## src/rtl/acc_unit_pkg.sv

```systemverilog
package acc_unit_pkg;
  localparam int DW = 8;
  localparam int OPW = 3;

  typedef enum logic [OPW-1:0] {
    OP_ROL_C  = 3'd0,
    OP_ROL_T  = 3'd1,
    OP_ROR_C  = 3'd2,
    OP_ROR_T  = 3'd3,
    OP_DECADJ = 3'd4,
    OP_INVERT = 3'd5,
    OP_SETC   = 3'd6,
    OP_TOGC   = 3'd7
  } acc_op_e;

  // flag byte positions, decoded by neighbouring logic
  localparam int FB_C  = 0;
  localparam int FB_N  = 1;
  localparam int FB_PV = 2;
  localparam int FB_X  = 3;
  localparam int FB_H  = 4;
  localparam int FB_Y  = 5;
  localparam int FB_Z  = 6;
  localparam int FB_S  = 7;
endpackage

```

## src/rtl/acc_rotate.sv

```systemverilog
module acc_rotate
  import acc_unit_pkg::*;
(
  input  acc_op_e       op,
  input  logic [DW-1:0] a,
  input  logic [DW-1:0] f,
  output logic [DW-1:0] res,
  output logic [DW-1:0] fl
);
  logic cout;

  always_comb begin
    res  = a;
    cout = f[FB_C];
    case (op)
      OP_ROL_C: begin res = {a[DW-2:0], a[DW-1]};    cout = a[DW-1]; end
      OP_ROL_T: begin res = {a[DW-2:0], f[FB_C]};    cout = a[DW-1]; end
      OP_ROR_C: begin res = {a[0], a[DW-1:1]};       cout = a[0];    end
      OP_ROR_T: begin res = {f[FB_C], a[DW-1:1]};    cout = a[0];    end
      default:  begin res = a;                       cout = f[FB_C]; end
    endcase
    fl       = f;
    fl[FB_H] = 1'b0;
    fl[FB_N] = 1'b0;
    fl[FB_C] = cout;
    fl[FB_X] = res[3];
    fl[FB_Y] = res[5];
  end
endmodule

```

## src/rtl/acc_decadj.sv

```systemverilog
module acc_decadj
  import acc_unit_pkg::*;
(
  input  logic [DW-1:0] a,
  input  logic [DW-1:0] f,
  output logic [DW-1:0] res,
  output logic [DW-1:0] fl
);
  logic          lo_fix, hi_fix;
  logic [DW-1:0] corr;
  logic [DW-1:0] mix;

  always_comb begin
    lo_fix = f[FB_H] | (a[3:0] > 4'd9);
    hi_fix = f[FB_C] | (a > 8'h99);
    corr   = {1'b0, hi_fix, hi_fix, 2'b00, lo_fix, lo_fix, 1'b0};
    res    = f[FB_N] ? (a - corr) : (a + corr);
    mix    = a ^ corr ^ res;
    fl        = '0;
    fl[FB_S]  = res[7];
    fl[FB_Z]  = (res == '0);
    fl[FB_Y]  = res[5];
    fl[FB_H]  = mix[4];
    fl[FB_X]  = res[3];
    fl[FB_PV] = ~^res;
    fl[FB_N]  = f[FB_N];
    fl[FB_C]  = f[FB_C] | hi_fix;
  end
endmodule

```

## src/rtl/acc_flagop.sv

```systemverilog
module acc_flagop
  import acc_unit_pkg::*;
(
  input  acc_op_e       op,
  input  logic [DW-1:0] a,
  input  logic [DW-1:0] f,
  output logic [DW-1:0] res,
  output logic [DW-1:0] fl
);
  logic both35;

  always_comb begin
    both35 = a[3] & a[5];
    res    = a;
    fl     = f;
    case (op)
      OP_INVERT: begin
        res      = ~a;
        fl[FB_H] = 1'b1;
        fl[FB_N] = 1'b1;
        fl[FB_X] = ~a[3];
        fl[FB_Y] = ~a[5];
      end
      OP_SETC: begin
        fl[FB_C] = 1'b1;
        fl[FB_H] = 1'b0;
        fl[FB_N] = 1'b0;
        fl[FB_X] = both35;
        fl[FB_Y] = both35;
      end
      OP_TOGC: begin
        fl[FB_H] = f[FB_C];
        fl[FB_C] = ~f[FB_C];
        fl[FB_N] = 1'b0;
        fl[FB_X] = both35;
        fl[FB_Y] = both35;
      end
      default: begin
        res = a;
        fl  = f;
      end
    endcase
  end
endmodule

```

## src/rtl/acc_unit.sv

```systemverilog
module acc_unit
  import acc_unit_pkg::*;
(
  input  logic           clk,
  input  logic           rst,
  input  logic           in_valid,
  output logic           in_ready,
  input  logic [OPW-1:0] in_op,
  input  logic [DW-1:0]  in_acc,
  input  logic [DW-1:0]  in_flags,
  output logic           out_valid,
  input  logic           out_ready,
  output logic [DW-1:0]  out_acc,
  output logic [DW-1:0]  out_flags
);
  acc_op_e       op;
  logic [DW-1:0] rot_a, rot_f, dec_a, dec_f, flg_a, flg_f;
  logic [DW-1:0] nxt_a, nxt_f;
  logic          take;

  assign op       = acc_op_e'(in_op);
  assign in_ready = ~out_valid | out_ready;
  assign take     = in_valid & in_ready;

  acc_rotate u_rot (.op(op), .a(in_acc), .f(in_flags), .res(rot_a), .fl(rot_f));
  acc_decadj u_dec (.a(in_acc), .f(in_flags), .res(dec_a), .fl(dec_f));
  acc_flagop u_flg (.op(op), .a(in_acc), .f(in_flags), .res(flg_a), .fl(flg_f));

  // bit 2 of the code separates the rotate family from the rest
  always_comb begin
    if (!in_op[2]) begin
      nxt_a = rot_a;
      nxt_f = rot_f;
    end else if (op == OP_DECADJ) begin
      nxt_a = dec_a;
      nxt_f = dec_f;
    end else begin
      nxt_a = flg_a;
      nxt_f = flg_f;
    end
  end

  always_ff @(posedge clk) begin
    if (rst) begin
      out_valid <= 1'b0;
      out_acc   <= '0;
      out_flags <= '0;
    end else begin
      if (take) begin
        out_valid <= 1'b1;
        out_acc   <= nxt_a;
        out_flags <= nxt_f;
      end else if (out_ready) begin
        out_valid <= 1'b0;
      end
    end
  end
endmodule

```

## config.mk

```make
export PLATFORM = sky130hd
export DESIGN_NAME = acc_unit
export DESIGN_NICKNAME = d
export VERILOG_FILES = /design/src/rtl/acc_unit_pkg.sv /design/src/rtl/acc_rotate.sv /design/src/rtl/acc_decadj.sv /design/src/rtl/acc_flagop.sv /design/src/rtl/acc_unit.sv
export SDC_FILE = /design/constraint.sdc
export NUM_CORES = 1
export LEC_CHECK = 0
export CAP_MARGIN = 15
export CORE_MARGIN = 3
export CORE_UTILIZATION = 48
export CTS_BUF_LIST = sky130_fd_sc_hd__clkbuf_8
export CTS_CLUSTER_SIZE = 30
export DETAILED_ROUTE_END_ITERATION = 8
export HOLD_SLACK_MARGIN = 0.06
export PLACE_DENSITY = 0.79
export SYNTH_ARGS = -nofsm -noshare
export SYNTH_HDL_FRONTEND = slang
export SYNTH_SLANG_ARGS = --single-unit
```

## constraint.sdc

```tcl
create_clock -name clk -period 3.9 [get_ports clk]
set_input_delay 0.78 -clock clk [delete_from_list [all_inputs] [get_ports clk]]
set_output_delay 0.78 -clock clk [all_outputs]
set_load 0.01 [all_outputs]
```

# Word level (Yosys, flattened, before mapping)
# Cells that the tools add are included.
[classes]
add_sub_neg = 2
mul = 0
n_div = 0
magnitude_cmp = 2
n_eq_ne = 7
shift = 0
muxes = 13
n_bitwise = 13
reduce_logical = 7
[ops]
columns = ["operator", "count"]
rows = [
  ["2-to-1 mux 8 bit", 6],
  ["case mux 8 bit (4 select lines)", 1],
  ["equality test 3 bit (second input constant)", 4],
  ["case mux 3 bit (3 select lines)", 1],
  ["adder 8 x 7 -> 8 bit", 1],
  ["> comparator 8 bit (second input constant)", 1],
  ["zero test 8 bit", 1],
  ["NOT 8 bit", 1],
  ["XNOR reduction 8 bit", 1],
  ["subtractor 8 x 7 -> 8 bit", 1],
  ["equality test 3 x 2 -> 1 bit (second input constant)", 2],
  ["case mux 1 bit (2 select lines)", 3],
  ["OR reduction 2 bit", 3],
  ["bitwise XOR 5 x 3 -> 5 bit", 1],
  ["bitwise XOR 5 bit", 1],
  ["> comparator 4 bit (second input constant)", 1],
  ["NOT 1 bit", 4],
  ["bitwise OR 1 bit", 4],
  ["equality test 3 x 1 -> 1 bit (second input constant)", 1],
  ["zero test 3 bit", 1],
  ["bitwise AND 1 bit", 2],
  ["2-to-1 mux 1 bit", 2],
  ["nonzero test 2 bit", 1],
]
[word_totals]
register_bits = 17
latch_bits = 0
ram_bits = 0
rom_bits = 0
input_bits = 23
out_inout_bits = 18
n_memories = 0

# Longest topological paths before layout
[logic_depth]
word_depth = 7
depth_mapped = 16
depth_no_buf = 16

# Hierarchy
# From an unflattened synthesis, not the netlist that was laid out.
[hier_totals]
cells_unflattened = 284
area_unflattened_um2 = 2228.4
[modules_own_cells]
columns = ["module", "instances", "cells_each", "area_per_inst_um2", "seq_area_each_um2"]
rows = [
  ["acc_unit", 1, 129, 1073.5, 340.3],
  ["acc_decadj", 1, 77, 610.6, 0.0],
  ["acc_rotate", 1, 42, 282.8, 0.0],
  ["acc_flagop", 1, 36, 261.5, 0.0],
]

# Worst setup path before layout
# Ideal clock, no wire load.
[synth_path]
path_kind = "input port to flip-flop"
start = "input in_acc[1]"
end = "register out_flags[2]"
arrival_time_ps = 3472
t_required_ps = 3809
setup_slack_ps = 337
path_stages = 16
path_buffers = 0
path_cell_list = "o21a_1 -> a211o_1 -> a21oi_1 -> ha_1 -> inv_1 -> o21ai_0 -> ha_1 -> o21ai_0 -> o21ai_0 -> o21ai_0 -> xor2_1 -> ha_1 -> xnor2_1 -> xnor2_1 -> nand2_1 -> a311oi_1"
[synth_between]
elab_chain_cells = 7
word_cells_on_any_way = 10
cone_classes = "2 x add/sub; 2 x order compare; 3 x mux; 2 x bitwise; 1 x reduce/logical"
[synth_lines]
columns = ["element", "line", "source"]
rows = [
  ["start, declared", "acc_unit.sv:9", "input logic [DW-1:0] in_acc,"],
  ["> comparator 8 bit or > comparator 4 bit (tied branches)", "acc_decadj.sv:15, acc_decadj.sv:14", ""],
  ["bitwise OR 1 bit, on equally long branches", "acc_decadj.sv:15, acc_decadj.sv:14", ""],
  ["adder 8 x 7 -> 8 bit or subtractor 8 x 7 -> 8 bit (tied branches)", "acc_decadj.sv:17", "res = f[FB_N] ? (a - corr) : (a + corr);"],
  ["2-to-1 mux 8 bit *", "acc_decadj.sv:17", ""],
  ["XNOR reduction 8 bit *", "acc_decadj.sv:25", "fl[FB_PV] = ~^res;"],
  ["2-to-1 mux 8 bit *", "acc_unit.sv:34", "end else if (op == OP_DECADJ) begin"],
  ["2-to-1 mux 8 bit *", "acc_unit.sv:31", "if (!in_op[2]) begin"],
  ["end signal, assigned", "acc_unit.sv:52", "out_flags <= nxt_f;"],
  ["end, declared", "acc_unit.sv:14", "output logic [DW-1:0] out_flags"],
]
# Every way passes the cells marked *; elsewhere a longest branch is shown, timed or not.
# A chain may end at the register's enable or synchronous reset.

# Worst setup path in the final report
[layout_path]
start = "input in_acc[4]"
end = "register out_flags[2]"
[layout_between]
elab_chain_cells = 7
word_cells_on_any_way = 8
cone_classes = "2 x add/sub; 1 x order compare; 3 x mux; 1 x bitwise; 1 x reduce/logical"
[layout_lines]
columns = ["element", "line", "source"]
rows = [
  ["> comparator 8 bit", "acc_decadj.sv:15", "hi_fix = f[FB_C] | (a > 8'h99);"],
  ["bitwise OR 1 bit", "acc_decadj.sv:15", ""],
  ["adder 8 x 7 -> 8 bit or subtractor 8 x 7 -> 8 bit (tied branches)", "acc_decadj.sv:17", ""],
  ["2-to-1 mux 8 bit *", "acc_decadj.sv:17", ""],
  ["XNOR reduction 8 bit *", "acc_decadj.sv:25", ""],
  ["2-to-1 mux 8 bit *", "acc_unit.sv:34", ""],
  ["2-to-1 mux 8 bit *", "acc_unit.sv:31", ""],
]
# Marks and branches as above.

==> impl_metrics.ini <==
[global_route]
grt_first_pass_wirelength_mm = 6.60
track_usage_pct = 20.1
grt_overflow = 0
grt_max_degree = 22
grt_pass1_vias = 1468
antenna_found_initial = 0

[logic_synthesis]
synth_seq_cells = 17
yosys.cell_types.count = 50
synth.area.top_cells = dfxtp_1, ha_1, nor2_1
syn_inst = 208
async_flop_share_pct = 0
synth_top_area_share_pct = 21.6
syn-mean-instance-area_sq_um = 7.58
synth_edf_count = 0
syn_area_sq_um = 1580
ys_seq_area_share_pct = 21.6
synthesis.nets = 246
yosysMostFrequentCell = nor2_1
synth_warnings = 0
synthFlopType = dfxtp_1
synth.largest_area_cell = dfxtp_1
synth.cells.most_frequent = nor2_1, nand2_1, dfxtp_1, a21oi_1, inv_1

[floorplanning]
start_util_pct = 50.8
dieArea_sq_um = 4010
die_h_um = 63.3
rows = 20
core_sq_um = 3100
chipWidth_um = 63.3
io_pins = 41

[pwr]
p_per_area_nw_per_um2 = 290
ir_drop_mv = 0.144
power_leakage_uw = 0.000929

[worst_setup_path]
cp_max_fo = 2
worstPathRequired_ns = 4.06
arrival_ns = 3.77
end_kind = flip-flop
slowest_stage = clkdlybuf4s50_1
ff2ff_setup_slack_ns = 2.30
critical_path.max_stage_delay_ns = 0.42
crit_chain = clkdlybuf4s50_1, a211o_1, a21oi_2, ha_1, inv_1, o21ai_1, ha_1, o21ai_1, o21ai_1, o21ai_1, xor2_1, ha_1, xnor2_1, xnor2_1, nand2_1, a311oi_1
rr_worst_depth = 5
cpMostUsedCell = o21ai_1
path_buf_inv = 2
crit_family = compound AO/OA/AOI/OAI gates
r2r-end = out_acc[3]$_SDFFE_PP0P_
reg2reg_from = out_valid$_SDFFE_PP0P_
crit_path_start_kind = input port
crit_type = in -> reg

[cts]
clock-root-buffer = clkbuf_8
cts_tree = done
clk_latency_ns = 0.26
htreeDepth = 1
numCtsBuffers = 3
numClockSinks = 17
cts.clk_slew.worst_paths_ns = 0.07
clockBufferDepth = 2

[sta]
fin_crit_sh_pct = 92.5
relSlewSlack_pct = 54.2
finalHoldViolCount = 0
setup_viol = 0
timing.final.max_slew_violations = 0
tightestPinTransition_ns = 0.685
fin_crit_ns = 3.61
rsz0062_at_grt = false
fmax_ghz = 0.277
finClkSkew_ns = 0.00320
hold_ws_ns = 0.459

[flow_run]
max_cap_viol_count = 0

[cells_and_area]
diodes = 0
fin_area_sq_um = 2110
drive_gt1_share_pct = 12.1
nFillCells = 284
finalNetCount = 295
utilization_pct = 68.1
syn_to_final_growth_pct = 34.0

[place]
placement.cell_area_sq_um = 2040
gp_congestion = 0.866
hpwlAfterDp_mm = 2.98
portBuffers = 38

[drt]
routed_wl_mm = 3.77
ant_nets = 0
drc = 0
vias = 1611
first_pass_iters = 4
routedWlPerCell_um = 12.6
via_per_inst = 5.37
drt_iter0_markers = 68

[hold_path]
min_to = out_acc[2]$_SDFFE_PP0P_
worstHoldPathType = reg -> reg
hold_depth = 2
min_from = out_acc[2]$_SDFFE_PP0P_

[status]
outcome = finished, final reports clean
[state kept, by name, indices dropped and copies added (netlist names)]
register / cells
out_acc: 8
out_valid: 1
out_flags: 8
[logic make-up after synthesis]
family | after synthesis | synth area share [%]
buffers and inverters | 28 | 9.84
and+or+nand+nor | 77 | 21.6
adders and majority gates | 15 | 12.4
DFF | 17 | 21.6
AOI/OAI and AO/OA | 56 | 24.2
xor gates and xnor gates | 9 | 5.00
muxes | 6 | 5.40
[metal layers]
layer	vias to the layer above	track usage [%]	share of wire [%]
li1	826	-	-
met4	0	9.43	2.6
met1	710	27.5	44
met2	65	32.3	47
met5	-	0	0
met3	10	1.43	6.7
[cell type report]
cell class                      count  area, sq um  area share (%)
Clock buffer                        3         41.3            1.95
Clock inverter                      1         3.75           0.178
Inverter                           16         60.1            2.84
Multi-Input combinational cell    163         1090            51.6
Sequential cell                    17          340            16.1
Tap cell                           44         55.1            2.61
Timing Repair Buffer               56          523            24.7
[power breakdown]
part / total (uW) / switching [uW] / internal, uW
Sequential: 194 / 6.44 / 187
Clock: 132 / 62.1 / 70.0
Combinational: 287 / 136 / 152
[what timing repair did]
action | 4_1_cts | 5_1_grt
buffers inserted | 0 | 1
hold buffers | 0 | 0
pin swaps | 4 | 10
resized for setup | 2 | 7
endpoints found under the setup margin | 1 | 1
[worst min-delay path: cells and delay by family, from the launching register on]
kind	cells	cell delay, ns
and+or+nand+nor	1	0.05
DFF	1	0.31
AOI/OAI and AO/OA	1	0.05
[metrics by stage]
| stage | setup slack [ns] | std cells | power [uW] | TNS (ns) |
|---|---|---|---|---|
| after CTS | 0.00851 | 299 | 611 | 0 |
| after global placement | -0.211 | 295 | 477 | -0.211 |
| after detailed placement | -0.313 | 295 | 483 | -0.362 |
| final | 0.291 | 300 | 613 | 0 |
| after floorplan | 0.337 | 208 | 382 | 0 |
| after global routing | 0.0218 | 300 | 656 | 0 |
[worst max-delay path by stage]
stage,cells after the start,start,endpoint,slack [ns]
after global placement,17,in_acc[1],out_flags[2]$_SDFFE_PP0P_,-0.21
after detailed placement,17,in_acc[1],out_flags[2]$_SDFFE_PP0P_,-0.31
after global routing,16,in_acc[4],out_flags[2]$_SDFFE_PP0P_,0.02
after CTS,17,in_acc[1],out_flags[2]$_SDFFE_PP0P_,0.009
after floorplan,16,in_acc[1],out_flags[2]$_SDFFE_PP0P_,0.34
final,16,in_acc[4],out_flags[2]$_SDFFE_PP0P_,0.29
[cell usage in the layout, fill, tap and decap left out, types with 2 or more instances in the layout]
cell type	Yosys	final
a211oi_1	4	3
a21oi_1	16	15
a21oi_2	1	2
a221oi_1	2	2
a311oi_1	2	2
a31oi_1	2	2
buf_4	0	18
clkbuf_8	4	3
clkdlybuf4s50_1	0	35
dfxtp_1	17	17
dlymetal6s2s_1	0	3
ha_1	14	14
inv_1	16	17
mux2i_1	4	4
mux4_2	2	2
nand2_1	25	25
nand2b_1	3	3
nand3_1	2	2
nor2_1	29	29
nor2b_1	4	4
nor3_1	6	6
o211ai_1	2	2
o21a_1	2	2
o21ai_0	10	6
o21ai_1	1	5
xnor2_1	7	7
xor2_1	2	2
(Power assumes the default switching activity.)
